File: src/rtl/dbnc_pkg.sv
package dbnc_pkg;
  typedef enum logic [1:0] {
    SEL_RSVD  = 2'b00,
    SEL_BYP   = 2'b01,
    SEL_SHORT = 2'b10,
    SEL_LONG  = 2'b11
  } dbnc_sel_e;
endpackage

File: src/rtl/dbnc_sync.sv
module dbnc_sync #(
  parameter int unsigned WIDTH = 8
) (
  input  logic             clk_i,
  input  logic             rst_ni,
  input  logic [WIDTH-1:0] d_i,
  output logic [WIDTH-1:0] q_o
);
  logic [WIDTH-1:0] s1_q, s2_q;

  always_ff @(posedge clk_i or negedge rst_ni) begin
    if (!rst_ni) begin
      s1_q <= '0;
      s2_q <= '0;
    end else begin
      s1_q <= d_i;
      s2_q <= s1_q;
    end
  end

  assign q_o = s2_q;
endmodule

File: src/rtl/dbnc_tick.sv
module dbnc_tick #(
  parameter int unsigned CYC_PER_MS = 50000
) (
  input  logic clk_i,
  input  logic rst_ni,
  output logic tick_o
);
  localparam int unsigned CW = (CYC_PER_MS > 1) ? $clog2(CYC_PER_MS) : 1;
  localparam logic [CW-1:0] LAST = CW'(CYC_PER_MS - 1);

  logic [CW-1:0] cnt_q;

  always_ff @(posedge clk_i or negedge rst_ni) begin
    if (!rst_ni) begin
      cnt_q  <= '0;
      tick_o <= 1'b0;
    end else if (cnt_q == LAST) begin
      cnt_q  <= '0;
      tick_o <= 1'b1;
    end else begin
      cnt_q  <= cnt_q + CW'(1);
      tick_o <= 1'b0;
    end
  end
endmodule

File: src/rtl/dbnc_chan.sv
module dbnc_chan #(
  parameter int unsigned CNT_W = 2
) (
  input  logic             clk_i,
  input  logic             rst_ni,
  input  logic             in_i,
  input  logic             tick_i,
  input  logic             bypass_i,
  input  logic [CNT_W-1:0] lim_i,
  output logic             out_o
);
  logic [CNT_W-1:0] cnt_q;
  logic [CNT_W:0]   cnt_nxt;

  assign cnt_nxt = {1'b0, cnt_q} + (CNT_W+1)'(1);

  always_ff @(posedge clk_i or negedge rst_ni) begin
    if (!rst_ni) begin
      cnt_q <= '0;
      out_o <= 1'b0;
    end else if (bypass_i) begin
      cnt_q <= '0;
      out_o <= in_i;
    end else if (in_i == out_o) begin
      cnt_q <= '0;  // agreement (or glitch back) restarts qualification
    end else if (tick_i) begin
      if (cnt_nxt >= {1'b0, lim_i}) begin
        cnt_q <= '0;
        out_o <= in_i;
      end else begin
        cnt_q <= cnt_nxt[CNT_W-1:0];
      end
    end
  end
endmodule

File: src/rtl/sel_debounce.sv
module sel_debounce #(
  parameter int unsigned NUM_CH     = 8,
  parameter int unsigned CYC_PER_MS = 50000,
  parameter int unsigned LONG_MS    = 3,
  parameter int unsigned SHORT_MS   = 1
) (
  input  logic              clk_i,
  input  logic              rst_ni,
  input  logic [1:0]        sel_i,
  input  logic [NUM_CH-1:0] raw_i,
  output logic [NUM_CH-1:0] filt_o
);
  import dbnc_pkg::*;

  localparam int unsigned CNT_W = $clog2(LONG_MS + 1);

  logic [NUM_CH-1:0] raw_s;
  logic              ms_tick;
  logic              bypass;
  logic [CNT_W-1:0]  lim;

  always_comb begin
    bypass = 1'b0;
    lim    = CNT_W'(LONG_MS);
    unique case (dbnc_sel_e'(sel_i))
      SEL_BYP:   bypass = 1'b1;
      SEL_SHORT: lim    = CNT_W'(SHORT_MS);
      default:   lim    = CNT_W'(LONG_MS);  // long and reserved
    endcase
  end

  dbnc_sync #(.WIDTH(NUM_CH)) u_sync (
    .clk_i  (clk_i),
    .rst_ni (rst_ni),
    .d_i    (raw_i),
    .q_o    (raw_s)
  );

  dbnc_tick #(.CYC_PER_MS(CYC_PER_MS)) u_tick (
    .clk_i  (clk_i),
    .rst_ni (rst_ni),
    .tick_o (ms_tick)
  );

  for (genvar g = 0; g < NUM_CH; g++) begin : g_ch
    dbnc_chan #(.CNT_W(CNT_W)) u_chan (
      .clk_i    (clk_i),
      .rst_ni   (rst_ni),
      .in_i     (raw_s[g]),
      .tick_i   (ms_tick),
      .bypass_i (bypass),
      .lim_i    (lim),
      .out_o    (filt_o[g])
    );
  end
endmodule

File: config.mk
export PLATFORM = sky130hd
export DESIGN_NAME = sel_debounce
export DESIGN_NICKNAME = d
export VERILOG_FILES = /design/src/rtl/dbnc_pkg.sv /design/src/rtl/dbnc_sync.sv /design/src/rtl/dbnc_tick.sv /design/src/rtl/dbnc_chan.sv /design/src/rtl/sel_debounce.sv
export SDC_FILE = /design/constraint.sdc
export NUM_CORES = 1
export LEC_CHECK = 0
export BUFFER_PORTS_ARGS = -buffer_cell sky130_fd_sc_hd__buf_2
export CAP_MARGIN = 15
export CORE_ASPECT_RATIO = 0.7
export CORE_MARGIN = 5
export CORE_UTILIZATION = 54
export DETAILED_ROUTE_END_ITERATION = 8
export GPL_TIMING_DRIVEN = 0
export PLACE_DENSITY = 0.76
export SYNTH_ARGS = -nofsm -noshare
export SYNTH_HDL_FRONTEND = slang
export SYNTH_SLANG_ARGS = --single-unit
File: constraint.sdc
create_clock -name clk_i -period 1.86 [get_ports clk_i]
set_clock_uncertainty 0.2 [all_clocks]
set_input_delay 0.372 -clock clk_i [delete_from_list [all_inputs] [get_ports clk_i]]
set_output_delay 0.372 -clock clk_i [all_outputs]
set_load 0.005 [all_outputs]
* Word-level counts from Yosys, hierarchy flattened
Cells that the tools add are included.
** Word-level totals
- Logic and storage cells :: 149
- Flip-flop bits (word level) :: 57
- Input port bits :: 12
- Output and inout port bits :: 8
** Cells by class
- Add/sub/neg operators :: 9
- Reduce and logical (&&, ||, !) cells :: 25
- Multiplexer cells :: 68
- $lt $le $gt $ge :: 8
- Equality and inequality tests :: 19
** Operators with widths (number)
- 2-to-1 mux 2 bit :: 33
- 2-to-1 mux 1 bit :: 34
- adder 2 x 1 -> 3 bit (second input constant) :: 8
- >= comparator 3 x 2 -> 1 bit :: 8
- AND reduction 3 bit :: 8
- nonzero test 3 bit :: 8
- nonzero test 2 bit :: 9
- adder 16 x 1 -> 16 bit (second input constant) :: 1
- equality test 16 bit (second input constant) :: 1
- 2-to-1 mux 16 bit :: 1
- inequality test 2 bit (second input constant) :: 8
- equality test 1 bit :: 8
- equality test 2 x 1 -> 1 bit (second input constant) :: 1
- equality test 2 bit (second input constant) :: 1

* Logic depth before layout (Yosys ltp)
Gate-level depths: netlist (run 1).
- Depth after elaboration :: 7
- Mapped depth :: 6
- Depth with buffers taken out :: 6

* Hierarchy
A second synthesis (run 1) with hierarchy kept.
** Second synthesis, totals
- Cell total of the unflattened synthesis :: 279
- Area total of the unflattened synthesis :: 3138.0 um^2
** By module, submodules not included
- dbnc_chan :: sequential area each 75.1 um^2, area each 241.5 um^2, cells each 24, instances 8
- dbnc_tick :: sequential area each 425.4 um^2, area each 787.0 um^2, cells each 68, instances 1
- dbnc_sync :: sequential area each 400.4 um^2, area each 400.4 um^2, cells each 16, instances 1
- sel_debounce :: sequential area each 0.0 um^2, area each 18.8 um^2, cells each 3, instances 1

* Worst setup path before layout (run 1)
No wires, ideal clock.
- Kind :: input-to-reg
- Start :: input sel_i[0]
- End :: register g_ch[6].u_chan.out_o
- Arrival time :: 2.012 ns
- Stages on the path :: 6
- Data required time :: 1.535 ns
- Setup slack :: -0.477 ns
- Setup time :: 0.125 ns
- Cells stage by stage :: nand2b_1 -> fa_1 -> o31a_1 -> nor2b_1 -> nor2_1 -> mux2_2
** Between the ends
- Word-level cells in the longest chain between the ends :: 5
- Elaborated cells on any way between the ends :: 10
** RTL lines
- start, declared :: RTL line sel_debounce.sv:9 : input logic [1:0] sel_i,
- equality test 2 bit :: RTL line sel_debounce.sv:25 : unique case (dbnc_sel_e'(sel_i))
- 2-to-1 mux 2 bit :: RTL line sel_debounce.sv:25
- >= comparator 3 x 2 -> 1 bit :: RTL line dbnc_chan.sv:27 : if (cnt_nxt >= {1'b0, lim_i}) begin
- nonzero test 2 bit (no source line)
- AND reduction 3 bit (no source line)
- end signal, assigned :: RTL line dbnc_chan.sv:23 : out_o <= in_i;
- end signal, assigned :: RTL line dbnc_chan.sv:29 : out_o <= in_i;
- end, declared :: RTL line dbnc_chan.sv:10 : output logic out_o
Several ways; a longest one is shown, not always the timed one.
A chain may end at the register's enable or synchronous reset.

* Worst setup path in the final report (run 1)
- Start :: register g_ch[6].u_chan.cnt_q[0]
- End :: register g_ch[6].u_chan.out_o
** Between the ends
- Word-level cells in the longest chain between the ends :: 4
** RTL lines
- start, declared :: RTL line dbnc_chan.sv:12 : logic [CNT_W-1:0] cnt_q;
- start signal, assigned :: RTL line dbnc_chan.sv:31 : cnt_q <= cnt_nxt[CNT_W-1:0];
- adder 2 x 1 -> 3 bit :: RTL line dbnc_chan.sv:15 : assign cnt_nxt = {1'b0, cnt_q} + (CNT_W+1)'(1);
- >= comparator 3 x 2 -> 1 bit :: RTL line dbnc_chan.sv:27
- nonzero test 2 bit (no source line)
- AND reduction 3 bit (no source line)
No other way between the ends.

==> results of run 1 <==
-- layout make-up --
class                           count  share of cell area [%]
Clock inverter                      2                  0.9831
Inverter                           18                   1.896
Tap cell                           69                   2.423
Multi-Input combinational cell    155                   35.15
Timing Repair Buffer               60                   12.39
Clock buffer                       14                   4.846
Buffer                             12                   2.282
Sequential cell                    57                   40.03
-- logic make-up after synthesis --
| logic type | Yosys count | synth area share (%) |
|---|---|---|
| AO/OA/AOI/OAI | 24 | 5.143 |
| XOR/XNOR | 28 | 8.921 |
| adder cells (fa/ha/maj) | 17 | 9.923 |
| buffers and inverters | 30 | 5.416 |
| flip-flops | 57 | 51.89 |
| multiplexers | 9 | 3.687 |
| AND/OR/NAND/NOR | 77 | 15.02 |
-- final timing paths --
check | start | end | cells after the start
worst max-delay path | g_ch[6].u_chan.cnt_q[0] | g_ch[6].u_chan.out_o | 6
worst min-delay path | u_sync.s1_q[3] | u_sync.q_o[3] | 0
worst max register to register | g_ch[6].u_chan.cnt_q[0] | g_ch[6].u_chan.out_o | 6
worst min register to register | u_sync.s1_q[3] | u_sync.q_o[3] | 0
max in group asynchronous | rst_ni | u_tick.cnt_q[2] | 3
min in group asynchronous | rst_ni | g_ch[7].u_chan.out_o | 2
-- metrics by stage --
step                      utilization [%]  worst slack, ns  instance area (sq um)
after floorplan                         -          -0.1122                   2756
after global placement              60.44          -0.3454                   2938
after detailed placement            60.85          -0.3635                   2958
after CTS                           70.63         -0.09180                   3433
after global routing                73.31          -0.1197                   3563
final                               73.31         -0.07555                   3563
-- flip-flops by register name, indices dropped and copies added (netlist names) --
name / flops
g_ch.u_chan.cnt_q: 16
u_tick.cnt_q: 16
g_ch.u_chan.out_o: 8
u_sync.q_o: 8
u_sync.s1_q: 8
u_tick.tick_o: 1
-- critical path, delay by kind of cell, from the launching register on --
kind	cells	cell delay (ns)
adder cells (fa/ha/maj)	1	0.42
buffers and inverters	1	0.08
AND/OR/NAND/NOR	2	0.18
AO/OA/AOI/OAI	1	0.27
multiplexers	1	0.27
flip-flops	1	0.39
-- power by group through the flow --
stage / registers (W) / logic (W) / clock network (W)
2_1_floorplan: 0.00137 / 0.000232 / 0
5_1_grt: 0.00136 / 0.000509 / 0.00127
3_3_place_gp: 0.00137 / 0.000321 / 0
4_1_cts: 0.00135 / 0.000414 / 0.00121
3_5_place_dp: 0.00138 / 0.000338 / 0
6_report: 0.00135 / 0.000457 / 0.00118
-- metal layers --
layer	up-vias	wire length (um)	share of wire, %
met5	-	0	0
met4	0	55	1.1
met3	7	226	4.5
met2	28	2294	45
met1	908	2499	49
li1	933	-	-
-- layout by cell type (no fill, tap or decap), types with 2 or more instances in the layout --
master,netlist,final
a21oi_1,15,10
a21oi_2,0,5
buf_2,2,21
buf_4,9,39
clkbuf_1,1,3
clkbuf_8,0,12
dfrtp_1,57,57
dlygate4sd3_1,0,9
fa_1,8,8
ha_1,9,9
inv_1,18,4
inv_2,0,14
mux2_2,9,5
mux2_4,0,4
nand2_1,28,25
nand2_2,0,3
nand2b_1,3,2
nand3_1,5,4
nand3_2,2,3
nand4_1,3,3
nor2_1,19,17
nor2_2,0,2
nor2b_1,3,3
nor3_1,4,4
nor4_1,2,2
nor4_2,2,2
o31ai_1,7,3
o31ai_2,0,4
xnor2_1,14,14
xor2_1,14,14
-- cells in the mapped netlist, types with 3 or more instances --
master,number,area [sq um]
o31ai_1,7,52.55
mux2_2,9,101.4
nand3_1,5,25.02
nand2_1,28,105.1
fa_1,8,160.2
nand2b_1,3,18.77
nand4_1,3,18.77
dfrtp_1,57,1426
inv_1,18,67.56
nor2b_1,3,18.77
a21oi_1,15,75.07
buf_4,9,67.56
ha_1,9,112.6
nor2_1,19,71.32
nor3_1,4,20.02
xnor2_1,14,122.6
xor2_1,14,122.6
-- what timing repair did --
action | 4_1_cts | 5_1_grt
hold buffers | 9 | 0
cloned | 0 | 0
resized for setup | 15 | 19
buffers inserted | 22 | 9
endpoints found under the setup margin | 8 | 16
pin swaps | 15 | 11
endpoints found under the hold margin | 31 | 0
==> flow_summary.json, run 1 <==
{
  "status": "finished, violations left",
  "violations": "negative setup slack",
  "synth.cell_area_sq_um": 2749,
  "ys_seq_elements": 57,
  "first_pass_iters": 6,
  "min_path_type": "flop to flop",
  "synth_edf_count": 0,
  "drcViolationCount": 0,
  "antenna_found_initial": 0,
  "use_met1_pct": 22.19,
  "num_antenna_cells": 0,
  "path_class": "flop to flop",
  "power_density_nw_per_um2": 840.7,
  "top_usage_layer": "met2",
  "syn_nets": 271,
  "ios": 20,
  "slew_viol_final": 0,
  "critPathCaptureType": "flop",
  "final_nets": 342,
  "regArea_sq_um": 1426,
  "p_int_w": 0.002285,
  "dr.first_iter.drc_count": 56,
  "maxCapViolCount": 0,
  "grtUsageMet2_pct": 24.13,
  "p_sw_w": 0.0007109,
  "crit_chain": "inv_2 > fa_1 > o31a_1 > nor2b_1 > nor2_1 > mux2_2",
  "grt_pass1_wl_um": 8411,
  "finalHoldViolations": 0,
  "grt_util_all_layers_pct": 16.60,
  "synth_flop_cell": "dfrtp_1",
  "sw_frac_of_total_pct": 23.73,
  "initial_core_util_pct": 56.55,
  "port_buffers": 19,
  "final_cells": 387,
  "grt_pass1_vias": 1906,
  "netlist_instances": 242,
  "worst_pin_slew_ns": 0.5796,
  "ys_warn_count": 0,
  "seq_area_frac_synth_pct": 51.89,
  "grt_overflow": 0,
  "max_slew_margin_pct": 61.36,
  "multi_input_area_sq_um": 1252,
  "routed_via_density": 4.848,
  "drive_gt1_share_pct": 38.68,
  "path_clk_slew_ns": 0.06,
  "grt_max_degree": 35,
  "route.detailed.wl_per_inst_um": 13.11,
  "layout_min_cycle_time_ns": 1.936,
  "ir_worst_vdd_mv": 0.7022,
  "fin_crit_sh_pct": 104.1,
  "place_congestion": 0.7854,
  "r2r_setup_slack_ns": -0.08,
  "vias": 1876,
  "async_flop_share_pct": 100.0,
  "insertion_delay_ns": 0.33,
  "dpl.cell_count": 331,
  "use_met3_pct": 7.809,
  "synth_cell_types": 30,
  "slowest_stage": "fa_1",
  "fin_ws_ns": -0.07555,
  "clock.fmax_mhz": 516.6,
  "cts_tree": "done",
  "seqPwrFrac_pct": 45.2,
  "area_growth_pct": 29.63,
  "clockPowerShare_pct": 39.5,
  "hpwl_um": 3250,
  "wl_um": 5075,
  "rsz0062_at_grt": "yes",
  "die_y_um": 69.70,
  "cts_buffer_depth": 2,
  "setup-violations-final": 5,
  "root_buffer": "clkbuf_8",
  "die_w_um": 95.28,
  "holdWs_ns": 0.1473,
  "power_w": 0.002996,
  "fillCellCount": 330,
  "ant_nets": 0,
  "rows": 21,
  "htree_levels": 3,
  "worstPathRequired_ns": 1.88,
  "total_leakage_power_nw": 1.710,
  "cts_buffers": 9,
  "syn_avg_cell_area_sq_um": 11.36,
  "setup_tns_ns": -0.1502,
  "critPathMaxStageDelay_ns": 0.42,
  "p_comb_share_pct": 15.3,
  "worstPathMaxFanout": 2,
  "worst-endpoint-arrival_ns": 1.96,
  "cts_sinks": 57,
  "die_area_sq_um": 6640,
  "cp-start-kind": "flop",
  "core_sq_um": 4861
}
No activity file was read; power rests on OpenSTA's default activity.
==> inputs of run 2 (changes only) <==
- CORE_UTILIZATION: 54 -> 55
- SYNTH_HIERARCHICAL: default -> 1
==> flow_summary.json, run 2 <==
{
  "port_buffers": 19,
  "worstSetupPathDepth": 4,
  "layout_commonest_cell": "dfrtp_1",
  "fillCellCount": 461,
  "yosys-top-cells-area": "dfrtp_1 45%, ha_1 6.8%, fa_1 5.1%, nand2_1 4.3%, nand2b_4 3.5%",
  "ys_warn_count": 6,
  "slew_viol_final": 0,
  "root_buffer": "clkbuf_8",
  "slowest_stage": "fa_1",
  "synth_cell_types": 36,
  "rsz0062_at_grt": "no",
  "grt_overflow": 0,
  "critPathMaxStageDelay_ns": 0.58,
  "vias": 2127,
  "max_slew_margin_pct": 63.57,
  "status": "finished, final reports clean",
  "cts_buffers": 9,
  "rows": 23,
  "worstPathMaxFanout": 5,
  "multi_input_area_sq_um": 1698,
  "path_class": "flop to flop",
  "ant_nets": 0,
  "die_w_um": 100.3,
  "worstPathRequired_ns": 1.87,
  "ys_seq_elements": 57,
  "sw_frac_of_total_pct": 32.93,
  "place_congestion": 0.8381,
  "layout_min_cycle_time_ns": 1.772,
  "dr.first_iter.drc_count": 97,
  "grt_pass1_vias": 2218,
  "clockPowerShare_pct": 26.9,
  "p_sw_w": 0.001158,
  "top_usage_layer": "met2",
  "worst_pin_slew_ns": 0.5464,
  "die_y_um": 73.20,
  "p_int_w": 0.002359,
  "setup-violations-final": 0,
  "routed_via_density": 5.278,
  "hpwl_um": 3800,
  "final_nets": 363,
  "synth.most_common_cell": "dfrtp_1",
  "cp-start-kind": "flop",
  "clock.fmax_mhz": 564.5,
  "path_clk_slew_ns": 0.06,
  "cp.buffers_inverters": 0,
  "area_growth_pct": 15.55,
  "synth_flop_cell": "dfrtp_1",
  "mostFrequentLayoutCells": "57 x dfrtp_1, 36 x nand2_1, 23 x nor2_1",
  "use_met1_pct": 23.09,
  "netlist_instances": 279,
  "grt_util_all_layers_pct": 17.72,
  "synth_common_cells": "57 x dfrtp_1, 36 x nand2_1, 23 x nor2_1, 17 x ha_1, 12 x xnor2_1",
  "critPathCaptureType": "flop",
  "cts_buffer_depth": 2,
  "worst_r2r_path_depth": 4,
  "p_comb_share_pct": 28.1,
  "antenna_found_initial": 0,
  "synth_edf_count": 0,
  "power_density_nw_per_um2": 970.1,
  "maxCapViolCount": 0,
  "syn_avg_cell_area_sq_um": 11.25,
  "crit_chain": "fa_1 > nand2b_4 > o21a_1 > o2bb2ai_1",
  "yosysTopAreaCell": "dfrtp_1",
  "die_area_sq_um": 7340,
  "grt_max_degree": 37,
  "min_path_cells": 0,
  "seq_area_frac_synth_pct": 45.45,
  "min_path_type": "flop to flop",
  "initial_core_util_pct": 55.63,
  "insertion_delay_ns": 0.34,
  "drive_gt1_share_pct": 19.51,
  "finalHoldViolations": 0,
  "first_pass_iters": 6,
  "grt_pass1_wl_um": 10090,
  "async_flop_share_pct": 100.0,
  "power_w": 0.003517,
  "wl_um": 5412,
  "use_met3_pct": 6.972,
  "cts_tree": "done",
  "route.detailed.wl_per_inst_um": 13.43,
  "grtUsageMet2_pct": 26.95,
  "worst-endpoint-arrival_ns": 1.78,
  "regArea_sq_um": 1426,
  "drcViolationCount": 0,
  "synth.cell_area_sq_um": 3138,
  "seqPwrFrac_pct": 44.9,
  "core_sq_um": 5640,
  "cts_sinks": 57,
  "htree_levels": 3,
  "cp_top_family": "adder cells",
  "top_regs": "g_ch.u_chan/cnt_q: 16 flops, u_tick/cnt_q: 16 flops",
  "num_antenna_cells": 0,
  "total_leakage_power_nw": 1.689,
  "ios": 20,
  "yosys.area.top_type_share_pct": 45.45,
  "setup_tns_ns": 0,
  "fin_crit_sh_pct": 95.25,
  "ir_worst_vdd_mv": 0.5713
}
## run 2: repair_timing
action                                  CTS  global route
hold buffers                              9             0
gates resized for setup                   0             3
endpoints found under the setup margin    0             5
setup buffers                             0             0
endpoints found under the hold margin    29             0
## run 2: power by group through the flow
| stage | Clock (W) | Combinational, W | Sequential (W) |
|---|---|---|---|
| 5_1_grt | 0.00103 | 0.00111 | 0.00161 |
| 3_5_place_dp | 0 | 0.000975 | 0.00160 |
| 2_1_floorplan | 0 | 0.000727 | 0.00158 |
| 4_1_cts | 0.000983 | 0.00100 | 0.00158 |
| 6_report | 0.000948 | 0.000990 | 0.00158 |
| 3_3_place_gp | 0 | 0.000940 | 0.00160 |
## run 2: layout make-up
type                            count  area share [%]
Buffer                              2          0.5176
Inverter                            9          0.9317
Multi-Input combinational cell    218           46.83
Timing Repair Buffer               29           5.659
Clock inverter                      1          0.1380
Sequential cell                    57           39.34
Tap cell                           75           2.588
Clock buffer                       12           4.003
## run 2: per-stage QoR
stage	instances	hold WS, ns	setup slack [ns]	area [sq um]	util, %
after floorplan	286	-0.1236	0.06020	3167	-
after global placement	380	0.1335	-0.1756	3356	59.49
after detailed placement	381	0.1355	-0.2285	3376	59.85
after CTS	403	0.1484	0.06836	3616	64.11
after global routing	403	0.1534	0.009454	3626	64.29
final	403	0.1484	0.08842	3626	64.29
## run 2: kinds of logic after synthesis
family          Yosys count  synth area share (%)
buf+inv                  11                 1.595
other cells               1                0.1195
simple gates            114                 21.85
xor+xnor                 20                 5.582
flops                    57                 45.45
compound gates           50                 13.20
fa+ha+maj                25                 11.88
mux                       1                0.3190
## run 2: worst register-to-register path, cell delays in order (launching register included)
cell and delay, ns:
dfrtp_1 0.45, fa_1 0.58, nand2b_4 0.06, o21a_1 0.21
o2bb2ai_1 0.14
## run 2: final timing paths
path                                    startpoint                       to  slack [ns]
max in group asynchronous                   rst_ni           u_sync/s1_q[6]        0.53
hold / removal                      u_sync/s1_q[0]            u_sync/q_o[0]        0.15
setup reg to reg           g_ch[1].u_chan/cnt_q[0]  g_ch[1].u_chan/cnt_q[0]        0.09
setup / recovery           g_ch[1].u_chan/cnt_q[0]  g_ch[1].u_chan/cnt_q[0]        0.09
min in group asynchronous                   rst_ni     g_ch[5].u_chan/out_o        0.35
hold reg to reg                     u_sync/s1_q[0]            u_sync/q_o[0]        0.15
## run 2: routing by layer
layer	part of all wire (%)	wire length [um]
met2	45	2428
met4	1.0	55
met5	0	0
met1	50	2691
met3	4.4	236
==> inputs of run 3 (changes only) <==
--- a/config.mk
+++ b/config.mk
@@ -10,8 +10,8 @@
 export CORE_ASPECT_RATIO = 0.7
 export CORE_MARGIN = 5
-export CORE_UTILIZATION = 55
+export CORE_UTILIZATION = 60
 export DETAILED_ROUTE_END_ITERATION = 8
 export GPL_TIMING_DRIVEN = 0
-export PLACE_DENSITY = 0.76
+export PLACE_DENSITY = 0.79
 export SYNTH_ARGS = -nofsm -noshare
 export SYNTH_HDL_FRONTEND = slang
==> constraint.sdc (replaced) <==
create_clock -name clk_i -period 1.9 [get_ports clk_i]
set_clock_uncertainty 0.2 [all_clocks]
set_input_delay 0.38 -clock clk_i [delete_from_list [all_inputs] [get_ports clk_i]]
set_output_delay 0.38 -clock clk_i [all_outputs]
set_load 0.1 [all_outputs]
==> flow_summary.json, run 3 (synthesized netlist as in run 2, its figures left out) <==
{
  "htree_levels": 3,
  "rsz0062_at_grt": "no",
  "mostFrequentLayoutCells": "57 x dfrtp_1, 36 x nand2_1, 23 x nor2_1",
  "setup-violations-final": 0,
  "antenna_found_initial": 0,
  "seqPwrFrac_pct": 36.2,
  "die_area_sq_um": 6799,
  "core_sq_um": 5147,
  "status": "finished, final reports clean",
  "dr.first_iter.drc_count": 109,
  "cp-start-kind": "primary input",
  "die_y_um": 70.51,
  "critPathCaptureType": "flop",
  "root_buffer": "clkbuf_8",
  "route.detailed.wl_per_inst_um": 13.92,
  "total_leakage_power_nw": 1.724,
  "num_antenna_cells": 0,
  "clockPowerShare_pct": 27.8,
  "ios": 20,
  "routed_via_density": 5.434,
  "finalHoldViolations": 0,
  "slew_viol_final": 0,
  "hpwl_um": 3880,
  "path_clk_slew_ns": 0.06,
  "max_slew_margin_pct": 40.25,
  "p_sw_w": 0.001716,
  "min_path_type": "flop to flop",
  "grt_util_all_layers_pct": 19.36,
  "fin_crit_sh_pct": 94.44,
  "holdWs_ns": 0.1476,
  "fillCellCount": 394,
  "grt_max_degree": 34,
  "ant_nets": 0,
  "worstPathRequired_ns": 1.89,
  "power_w": 0.004281,
  "initial_core_util_pct": 60.96,
  "drcViolationCount": 0,
  "worst_pin_slew_ns": 0.8923,
  "p_comb_share_pct": 36.0,
  "die_w_um": 96.44,
  "worstPathMaxFanout": 8,
  "rows": 22,
  "area_growth_pct": 17.38,
  "final_nets": 364,
  "vias": 2190,
  "path_class": "primary input to flop",
  "place_congestion": 0.7769,
  "p_int_w": 0.002565,
  "ir_worst_vdd_mv": 0.7866,
  "cts_resized": 0,
  "top_regs": "g_ch.u_chan/cnt_q: 16 flops, u_tick/cnt_q: 16 flops",
  "layout_min_cycle_time_ns": 1.794,
  "grt_pass1_vias": 2189,
  "wl_um": 5611,
  "worst-endpoint-arrival_ns": 1.79,
  "setup_tns_ns": 0,
  "grt_pass1_wl_um": 10080,
  "grt_overflow": 0,
  "port_buffers": 19,
  "sw_frac_of_total_pct": 40.08,
  "first_pass_iters": 4,
  "cts_buffer_depth": 2,
  "maxCapViolCount": 0,
  "layout_commonest_cell": "dfrtp_1",
  "cts_tree": "done",
  "drive_gt1_share_pct": 20.54,
  "insertion_delay_ns": 0.33,
  "power_density_nw_per_um2": 1162,
  "clock.fmax_mhz": 557.3,
  "cts_sinks": 57,
  "cts_buffers": 9
}
[run 3: worst max-delay path: stages]
cell and delay (ns):
buf_2 0.08, nand2b_2 0.22, inv_1 0.10, fa_1 0.59
nand2b_4 0.07, o21a_1 0.22, o2bb2ai_1 0.14
[run 3: path summary, 6_finish.rpt]
check,start,to,slack [ns],cells after the start
worst max-delay path,sel_i[0],g_ch[1].u_chan/cnt_q[0],0.11,7
worst min-delay path,u_sync/s1_q[0],u_sync/q_o[0],0.15,0
worst max register to register,u_tick/cnt_q[0],u_tick/cnt_q[9],0.11,7
worst min register to register,u_sync/s1_q[0],u_sync/q_o[0],0.15,0
max in group asynchronous,rst_ni,g_ch[6].u_chan/cnt_q[0],0.55,3
min in group asynchronous,rst_ni,u_sync/s1_q[1],0.38,2
[run 3: cell type report]
class	count	area (sq um)	area share [%]
plain buffers	2	16.27	0.4416
clock buffers	13	178.9	4.857
clock inverters	2	35.03	0.9511
inverters	9	33.78	0.9171
multi-input cells	218	1690	45.89
flip-flops and latches	57	1426	38.72
well taps	72	90.09	2.446
repair buffers	30	212.7	5.774
[run 3: timing repair]
action                     in CTS  in global routing
hold endpoints to repair       32                  0
buffers inserted                0                  1
setup endpoints to repair       0                  1
hold buffers                    9                  0
[run 3: metrics by stage]
stage	instances	setup WS [ns]	utilization (%)	area, sq um
6_report	403	0.1056	71.56	3684
5_1_grt	403	0.009223	71.56	3684
4_1_cts	402	0.08550	71.41	3676
3_5_place_dp	378	-0.2189	65.51	3372
3_3_place_gp	377	-0.1942	65.12	3352
2_1_floorplan	286	0.02397	-	3167
[run 3: routing by layer]
| layer | vias to the layer above | track usage (%) | part of all wire (%) |
|---|---|---|---|
| met1 | 1040 | 27.02 | 48 |
| met2 | 63 | 27.08 | 45 |
| met4 | 0 | 8.709 | 2.2 |
| li1 | 1074 | - | - |
| met3 | 13 | 6.889 | 5.1 |
| met5 | - | 0 | 0 |
[run 3: power groups by stage]
stage	Combinational (W)	Sequential [W]	Clock (W)
global placement	0.00149	0.00156	0
floorplan	0.000714	0.00210	0
global route	0.00167	0.00158	0.00129
CTS	0.00155	0.00155	0.00123
finish	0.00154	0.00155	0.00119
detailed placement	0.00153	0.00157	0
